## src/rtl/paged_map_decoder.sv

```systemverilog
module paged_map_decoder #(
  parameter int AW          = 16,
  parameter int DW          = 8,
  parameter int PW          = 4,
  parameter int RW          = 20,
  parameter int NPORT       = 5,
  parameter int BANK_BASE   = 32'h10000,
  parameter int BANK_STRIDE = 32'h9000
) (
  input  logic             clk,
  input  logic             rst_n,
  input  logic [AW-1:0]    cpu_addr,
  input  logic [DW-1:0]    cpu_wdata,
  input  logic             cpu_rd,
  input  logic             cpu_wr,
  output logic [RW-1:0]    rom_addr,
  output logic             rom_fixed_cs,
  output logic             rom_bank_cs,
  output logic             ram_rd_cs,
  output logic             work_wr_cs,
  output logic             obj_wr_cs,
  output logic             bg_wr_cs,
  output logic [NPORT-1:0] port_rd_cs,
  output logic             hscroll_wr_cs,
  output logic             vscroll_wr_cs,
  output logic             sndcmd_wr_cs,
  output logic             ctrl_pulse,
  output logic             vram_wr_cs,
  output logic             pal_wr_cs
);

  localparam logic [AW-1:0] RAM_TOP   = AW'(16'h3FFF);
  localparam logic [AW-1:0] WORK_TOP  = AW'(16'h1DFF);
  localparam logic [AW-1:0] OBJ_TOP   = AW'(16'h1FFF);
  localparam logic [AW-1:0] PAGE_REG  = AW'(16'h4008);
  localparam logic [AW-1:0] CTRL_REG  = AW'(16'h4009);
  localparam logic [AW-1:0] HS_LO     = AW'(16'h400A);
  localparam logic [AW-1:0] HS_HI     = AW'(16'h400B);
  localparam logic [AW-1:0] VS_LO     = AW'(16'h400C);
  localparam logic [AW-1:0] VS_HI     = AW'(16'h400D);
  localparam logic [AW-1:0] SND_REG   = AW'(16'h400E);
  localparam logic [AW-1:0] PORT_TOP  = PAGE_REG + AW'(NPORT - 1);
  localparam logic [AW-1:0] WIN_LO    = AW'(16'h5000);
  localparam logic [AW-1:0] WIN_HI    = AW'(16'hDFFF);
  localparam logic [AW-1:0] FIX_LO    = AW'(16'hE000);
  localparam logic [AW-1:0] VRAM_HI   = AW'(16'h5FFF);
  localparam logic [AW-1:0] PAL_LO    = AW'(16'h7100);
  localparam logic [AW-1:0] PAL_HI    = AW'(16'h73FF);

  logic [PW-1:0] page_q;

  wire rd_only = cpu_rd & ~cpu_wr;
  wire wr_only = cpu_wr & ~cpu_rd;
  wire [AW-1:0] port_idx = cpu_addr - PAGE_REG;

  always_ff @(posedge clk or negedge rst_n)
    if (!rst_n)
      page_q <= '0;
    else if (wr_only && cpu_addr == PAGE_REG)
      page_q <= cpu_wdata[PW-1:0];

  always_comb begin
    rom_fixed_cs  = 1'b0;
    rom_bank_cs   = 1'b0;
    ram_rd_cs     = 1'b0;
    work_wr_cs    = 1'b0;
    obj_wr_cs     = 1'b0;
    bg_wr_cs      = 1'b0;
    port_rd_cs    = '0;
    hscroll_wr_cs = 1'b0;
    vscroll_wr_cs = 1'b0;
    sndcmd_wr_cs  = 1'b0;
    ctrl_pulse    = 1'b0;
    vram_wr_cs    = 1'b0;
    pal_wr_cs     = 1'b0;
    if (rd_only) begin
      if (cpu_addr <= RAM_TOP)
        ram_rd_cs = 1'b1;
      else if (cpu_addr >= PAGE_REG && cpu_addr <= PORT_TOP)
        port_rd_cs = NPORT'(1) << port_idx;
      else if (cpu_addr >= WIN_LO && cpu_addr <= WIN_HI)
        rom_bank_cs = 1'b1;
      else if (cpu_addr >= FIX_LO)
        rom_fixed_cs = 1'b1;
    end else if (wr_only) begin
      if (cpu_addr <= WORK_TOP)
        work_wr_cs = 1'b1;
      else if (cpu_addr <= OBJ_TOP)
        obj_wr_cs = 1'b1;
      else if (cpu_addr <= RAM_TOP)
        bg_wr_cs = 1'b1;
      else if (cpu_addr == CTRL_REG)
        ctrl_pulse = 1'b1;
      else if (cpu_addr == HS_LO || cpu_addr == HS_HI)
        hscroll_wr_cs = 1'b1;
      else if (cpu_addr == VS_LO || cpu_addr == VS_HI)
        vscroll_wr_cs = 1'b1;
      else if (cpu_addr == SND_REG)
        sndcmd_wr_cs = 1'b1;
      else if (cpu_addr >= WIN_LO && cpu_addr <= VRAM_HI)
        vram_wr_cs = 1'b1;
      else if (cpu_addr >= PAL_LO && cpu_addr <= PAL_HI)
        pal_wr_cs = 1'b1;
    end
  end

  wire [RW-1:0] bank_base = RW'(BANK_BASE) + RW'(page_q) * RW'(BANK_STRIDE);
  wire [RW-1:0] win_off   = RW'(cpu_addr - WIN_LO);

  assign rom_addr = rom_bank_cs ? bank_base + win_off : RW'(cpu_addr);

endmodule


```

## config.mk

```make
export PLATFORM = sky130hd
export DESIGN_NAME = paged_map_decoder
export DESIGN_NICKNAME = d
export VERILOG_FILES = /design/src/rtl/paged_map_decoder.sv
export SDC_FILE = /design/constraint.sdc
export NUM_CORES = 1
export LEC_CHECK = 0
export ABC_CLOCK_PERIOD_IN_PS = 5450
export BUFFER_PORTS_ARGS = -buffer_cell sky130_fd_sc_hd__buf_2
export CORE_MARGIN = 10
export CORE_UTILIZATION = 52
export CTS_CLUSTER_DIAMETER = 200
export DETAILED_ROUTE_END_ITERATION = 16
export HOLD_SLACK_MARGIN = 0.15
export PLACE_DENSITY = 0.87
export SLEW_MARGIN = 20
export SYNTH_ARGS = -nofsm -noshare
export SYNTH_HDL_FRONTEND = slang
export SYNTH_SLANG_ARGS = --single-unit
```

## constraint.sdc

```tcl
create_clock -name clk -period 5.45 [get_ports clk]
set_clock_uncertainty 0.15 [all_clocks]
set_input_delay 0.545 -clock clk [delete_from_list [all_inputs] [get_ports clk]]
set_output_delay 0.545 -clock clk [all_outputs]
set_load 0.005 [all_outputs]
```

### After elaboration in Yosys (flattened, before gate mapping)

Index checks and enable logic that the tools add are counted.

* output and inout bits: 37
* logic and storage cells: 113
* register bits: 4

* $add $sub $neg: 4
* shift operators: 1
* order comparisons: 11
* multiply operators: 1
* equality and inequality tests: 7
* reduce and logical (&&, ||, !) cells: 7
* bitwise operators: 4
* mux-type cells: 77

Operator list (number)
* $eq A16 B15 Y1 const B: 7
* $mux W1: 73
* $ge A16 B15 Y1 const B: 3
* $le A16 B15 Y1 const B: 3
* $le A16 B13 Y1 const B: 2
* $add A17 B20 Y20 const A: 1
* $add A20 B20 Y20: 1
* $mux W20: 1
* $sub A16 B15 Y17 const B: 1
* $ge A16 B16 Y1 const B: 1
* $le A16 B14 Y1 const B: 1
* $le A16 B16 Y1 const B: 1
* $shl A1 B16 Y5 const A: 1
* $sub A16 B15 Y16 const B: 1
* $mux W5: 3
* $mul A4 B4 Y8 const B: 1
* $logic_and A1 B1 Y1: 5
* $and A1 B1 Y1: 2
* $logic_or A1 B1 Y1: 2
* $not A1 Y1: 2

### Longest topological paths before layout

* depth in word-level cells: 13
* depth in mapped cells: 12
* depth with buffers taken out: 12

### Worst setup path before layout

No wires, ideal clock.

* path type: input port to output port
* start point: input port cpu_addr[13]
* end point: output port rom_addr[19]
* path slack: 2.221 ns
* data arrival time: 2.534 ns
* cell stages on the path: 11
* cells stage by stage: inv_1 > ha_1 > inv_1 > ha_1 > ha_1 > fa_1 > a21o_1 > a21oi_1 > o21ai_0 > xnor2_1 > and2_1

* longest elaborated chain between the ends: 7
* elaborated cells between the ends (all ways): 14
* those cells by class: 2 x add/sub; 5 x order compare; 5 x mux; 2 x reduce/logical

Ends and longest elaborated chain
* start: declaration: RTL line 12 `input logic [AW-1:0] cpu_addr,`
* parallel branches: the longest is 6 deep, another holds $add A20 B20 Y20
* $mux W20 (*): RTL line 110 `assign rom_addr = rom_bank_cs ? bank_base + win_off : RW'(cpu_addr);`
* end: declaration: RTL line 16 `output logic [RW-1:0] rom_addr,`

Mark *: on every way between the ends.

### Final worst setup path

Ends and elaborated chain as after synthesis.

==> impl_results.md <==
- Run status: completed
- Data arrival time of the critical path: 3090 ps
- Synth Area per Inst: 8.17 um^2
- Cell Rows: 19
- I/O Pins: 65
- Max IR drop VDD: about 80 uV
- Number of max-cap violations: 0
- Nets@finish: 279
- Layout-stage area growth over the synthesis result: 17.4%
- Largest registers: page_q: 4 flops
- Pwr/cell area: a little under 90 nW/um^2
- Wire length of the first global-routing pass: roughly 6500 um
- Type of the worst setup path: input port to output port
- Number of hold-slack violations in the final timing report: 0
- Overall routing resource usage: 14.5%
- Count of clock tree sinks: 4
- Remaining antenna violation count after routing: 0
- Final max-slew violation count: 0
- Register name with the most flops: page_q
- Syn nets: 230
- Cells traversed along the worst timing path: buf_2 -> inv_1 -> ha_1 -> inv_1 -> ha_1 -> ha_1 -> fa_1 -> a21o_1 -> a21oi_1 -> o21ai_0 -> xnor2_1 -> and2_1 -> buf_2
- Count of synthesis-stage warnings from yosys: 0
- Highest cell delay on the worst timing path: 420 ps
- Final worst path period share: 69.5%
- Number of register bits inferred by synthesis: 4
- Crit path capture type: output port
- Routed len/inst: 15.8 um
- Clock buffer count from CTS: 3
- Leakage Power: 0.901 nW
- Height of the chip: 72.9 um
- TritonCTS clock tree: done
- Unrepaired setup endpoints after global routing: no
- Setup slack of the most critical reg-to-reg path: around 4500 ps
- Post-Syn Area: between 1000 and 1500 um^2
- Slew HR: 69.7%
- Final min period: 3790 ps
- Endpoint of the worst hold-timing path: page_q[0]$_DFFE_PN0P_
- Count of routing violations after the opening detailed-route iteration: 74
- DRC violation count after routing: 0
- Number of global-route vias before repair: 1407
- Placeable core region: 2710 um^2
- Buf/Inv on CP: 4
- Detailed Route WL: 4040 um
- Number of flip-flops under the largest register name: 4
- Multi-input gate area: 1190 um^2
- Final HPWL DP: 3370 um
- Kind of cell adding the most delay to the critical path: adder cells
- Count of H-tree levels built during CTS: 1
- Most frequent CP cell: sky130_fd_sc_hd__ha_1
- Avg Vias per Cell: 5.82
- Root Buffer: sky130_fd_sc_hd__clkbuf_4
- Critical-path cell with the highest stage delay: sky130_fd_sc_hd__fa_1
- Maximum clock frequency: approximately 260 MHz
- Post-synthesis cell count: 178
- Startpoint of the lowest-slack hold path: cpu_wdata[0]
- Seq/Total Area, Yosys: 6.88%
- Routability cong.: 0.852
- Start of the worst register-to-register path: page_q[3]$_DFFE_PN0P_
- Overflow left after global routing: 0
- Largest net degree at the start of global routing: 15
- Worst R2R End: page_q[3]$_DFFE_PN0P_
- Maximum clock insertion buffer count: 2
- EDFF count, synth: 0
- Initial cell density of the core: 53.6%
- Worst-Skew Late Latency: 230 ps
- Least-Margin Pin Slew: 455 ps
- Kind of path behind the tightest hold check: input port to flip-flop
- Worst-path fanout max: 9
- Startpoint types: input port
- Via count: 1490
- Main synth FF type: sky130_fd_sc_hd__dfrtp_1
- Number of distinct library cells after synthesis: between 40 and 50
- Final Core Density: 63.0%
- # port buffers: 60
- Depth of the most critical reg-to-reg path: 1
- Die Footprint: around 5300 um^2
- Sequential standard cell area: 100 um^2
- Final setup violating endpoints: 0
- Required arrival time at the worst endpoint: 4760 ps
- Hold path cells: 2
- Initial antenna violation count: 0
- Number of antenna repair diodes: 0
- Drt pass-1 iters: 4
- Share of flip-flops with an asynchronous set or reset: 100%
- Clock slew seen by the registers of the worst setup and hold paths: roughly 40 ps
- Post_cts resized: 0
- Horizontal extent of the die: approximately 73 um
- Fin Setup TNS: 0 ps
- Fraction of final layout cells with drive strength greater than 1: 35.1%
- Fill cells: 260
==> synth_stat cells (2+ instances only) <==
cell type	number	area, um^2
sky130_fd_sc_hd__a211oi_1	2	15.0
sky130_fd_sc_hd__a21o_1	3	22.5
sky130_fd_sc_hd__a21oi_1	6	30.0
sky130_fd_sc_hd__a41oi_1	2	17.5
sky130_fd_sc_hd__and2_1	3	18.8
sky130_fd_sc_hd__and4_1	3	26.3
sky130_fd_sc_hd__buf_2	2	10.0
sky130_fd_sc_hd__buf_4	12	90.1
sky130_fd_sc_hd__clkbuf_1	2	7.51
sky130_fd_sc_hd__dfrtp_1	4	100
sky130_fd_sc_hd__ha_1	23	288
sky130_fd_sc_hd__inv_1	12	45.0
sky130_fd_sc_hd__mux2_2	7	78.8
sky130_fd_sc_hd__nand2_1	6	22.5
sky130_fd_sc_hd__nand2b_1	6	37.5
sky130_fd_sc_hd__nand3_1	10	50.1
sky130_fd_sc_hd__nand3b_1	2	15.0
sky130_fd_sc_hd__nand4_1	4	25.0
sky130_fd_sc_hd__nor2_1	10	37.5
sky130_fd_sc_hd__nor2b_1	2	12.5
sky130_fd_sc_hd__nor3_1	6	30.0
sky130_fd_sc_hd__nor4_1	7	43.8
sky130_fd_sc_hd__nor4bb_1	2	20.0
sky130_fd_sc_hd__o2111ai_1	2	17.5
sky130_fd_sc_hd__o21ai_0	4	20.0
sky130_fd_sc_hd__or2_2	2	12.5
sky130_fd_sc_hd__or3_1	2	12.5
sky130_fd_sc_hd__xnor2_1	7	61.3
sky130_fd_sc_hd__xor2_1	5	43.8
==> stage by stage <==
| stage | hold WS [ps] | area [um^2] | setup WS, ps | cells | total power [mW] |
|---|---|---|---|---|---|
| detailed placement | 202 | 1670 | 1660 | 252 | 0.113 |
| global route | 400 | 1710 | 1400 | 256 | 0.161 |
| global placement | 202 | 1670 | 1730 | 252 | 0.111 |
| floorplan | 99.4 | 1450 | 2220 | 178 | 0.0861 |
| CTS | 391 | 1710 | 1660 | 256 | 0.150 |
| finish | 399 | 1710 | 1660 | 256 | 0.149 |
==> area by class of cell <==
type | instances | share of cell area [%]
clock buffer | 3 | 1.32
inverter | 12 | 2.64
multi-input combinational | 145 | 69.7
sequential | 4 | 5.87
tap | 31 | 2.27
timing repair buffer | 61 | 18.2
==> metal layers <==
layer | vias to the layer above | wire length [um] | global-route usage, %
met2 | 43 | 2040 | 25.2
met3 | 2 | 281 | 4.35
met5 | - | 0 | 0
met1 | 692 | 1700 | 17.2
li1 | 753 | - | -
met4 | 0 | 10 | 2.53
==> power breakdown <==
group | switching, mW | internal, mW | leakage, nW
Clock | 0.0109 | 0.0246 | 0.0138
Sequential | 0.00000635 | 0.0299 | 0.0559
Combinational | 0.0486 | 0.0349 | 0.831
Total | 0.0595 | 0.0894 | 0.901
==> logic make-up (layout without fill, tap and decap cells) <==
| group | Yosys count | in the layout | share of synthesized area (%) |
|---|---|---|---|
| AO/OA/AOI/OAI | 28 | 28 | 15.8 |
| buffers and inverters | 29 | 76 | 11.3 |
| AND/OR/NAND/NOR | 72 | 72 | 30.7 |
| multiplexers | 9 | 9 | 6.88 |
| flip-flops | 4 | 4 | 6.88 |
| XOR/XNOR | 12 | 12 | 7.23 |
| adder cells (fa/ha/maj) | 24 | 24 | 21.2 |
==> layout by cell type (no fill, tap or decap), types with 2 or more instances in the layout <==
cell and count:
sky130_fd_sc_hd__nand2_1 6, sky130_fd_sc_hd__inv_1 12, sky130_fd_sc_hd__clkbuf_4 3, sky130_fd_sc_hd__or2_2 2, sky130_fd_sc_hd__mux2_2 7, sky130_fd_sc_hd__a41oi_1 2
sky130_fd_sc_hd__nor2_1 10, sky130_fd_sc_hd__a211oi_1 2, sky130_fd_sc_hd__and4_1 3, sky130_fd_sc_hd__nand4_1 4, sky130_fd_sc_hd__nor4bb_1 2, sky130_fd_sc_hd__nor4_1 7
sky130_fd_sc_hd__nor3_1 6, sky130_fd_sc_hd__a21o_1 3, sky130_fd_sc_hd__o2111ai_1 2, sky130_fd_sc_hd__xnor2_1 7, sky130_fd_sc_hd__or3_1 2, sky130_fd_sc_hd__and2_1 3
sky130_fd_sc_hd__o21ai_0 4, sky130_fd_sc_hd__nand3b_1 2, sky130_fd_sc_hd__buf_2 60, sky130_fd_sc_hd__ha_1 23, sky130_fd_sc_hd__nor2b_1 2, sky130_fd_sc_hd__xor2_1 5
sky130_fd_sc_hd__dfrtp_1 4, sky130_fd_sc_hd__nand2b_1 6, sky130_fd_sc_hd__a21oi_1 6, sky130_fd_sc_hd__nand3_1 10
==> worst max-delay path by stage <==
stage | slack (ps) | cells after the start | start | endpoint
floorplan | 2220 | 11 | cpu_addr[13] | rom_addr[19]
global placement | 1730 | 13 | cpu_addr[13] | rom_addr[19]
detailed placement | 1660 | 13 | cpu_addr[13] | rom_addr[19]
CTS | 1660 | 14 | cpu_addr[13] | rom_addr[19]
global route | 1400 | 14 | cpu_addr[13] | rom_addr[19]
finish | 1660 | 13 | cpu_addr[13] | rom_addr[19]
==> what timing repair did <==
action,4_1_cts,5_1_grt
hold buffers,1,0
buffers inserted,0,0
endpoints found under the setup margin,0,0
endpoints found under the hold margin,4,0
No activity file was read; power rests on OpenSTA's default activity.
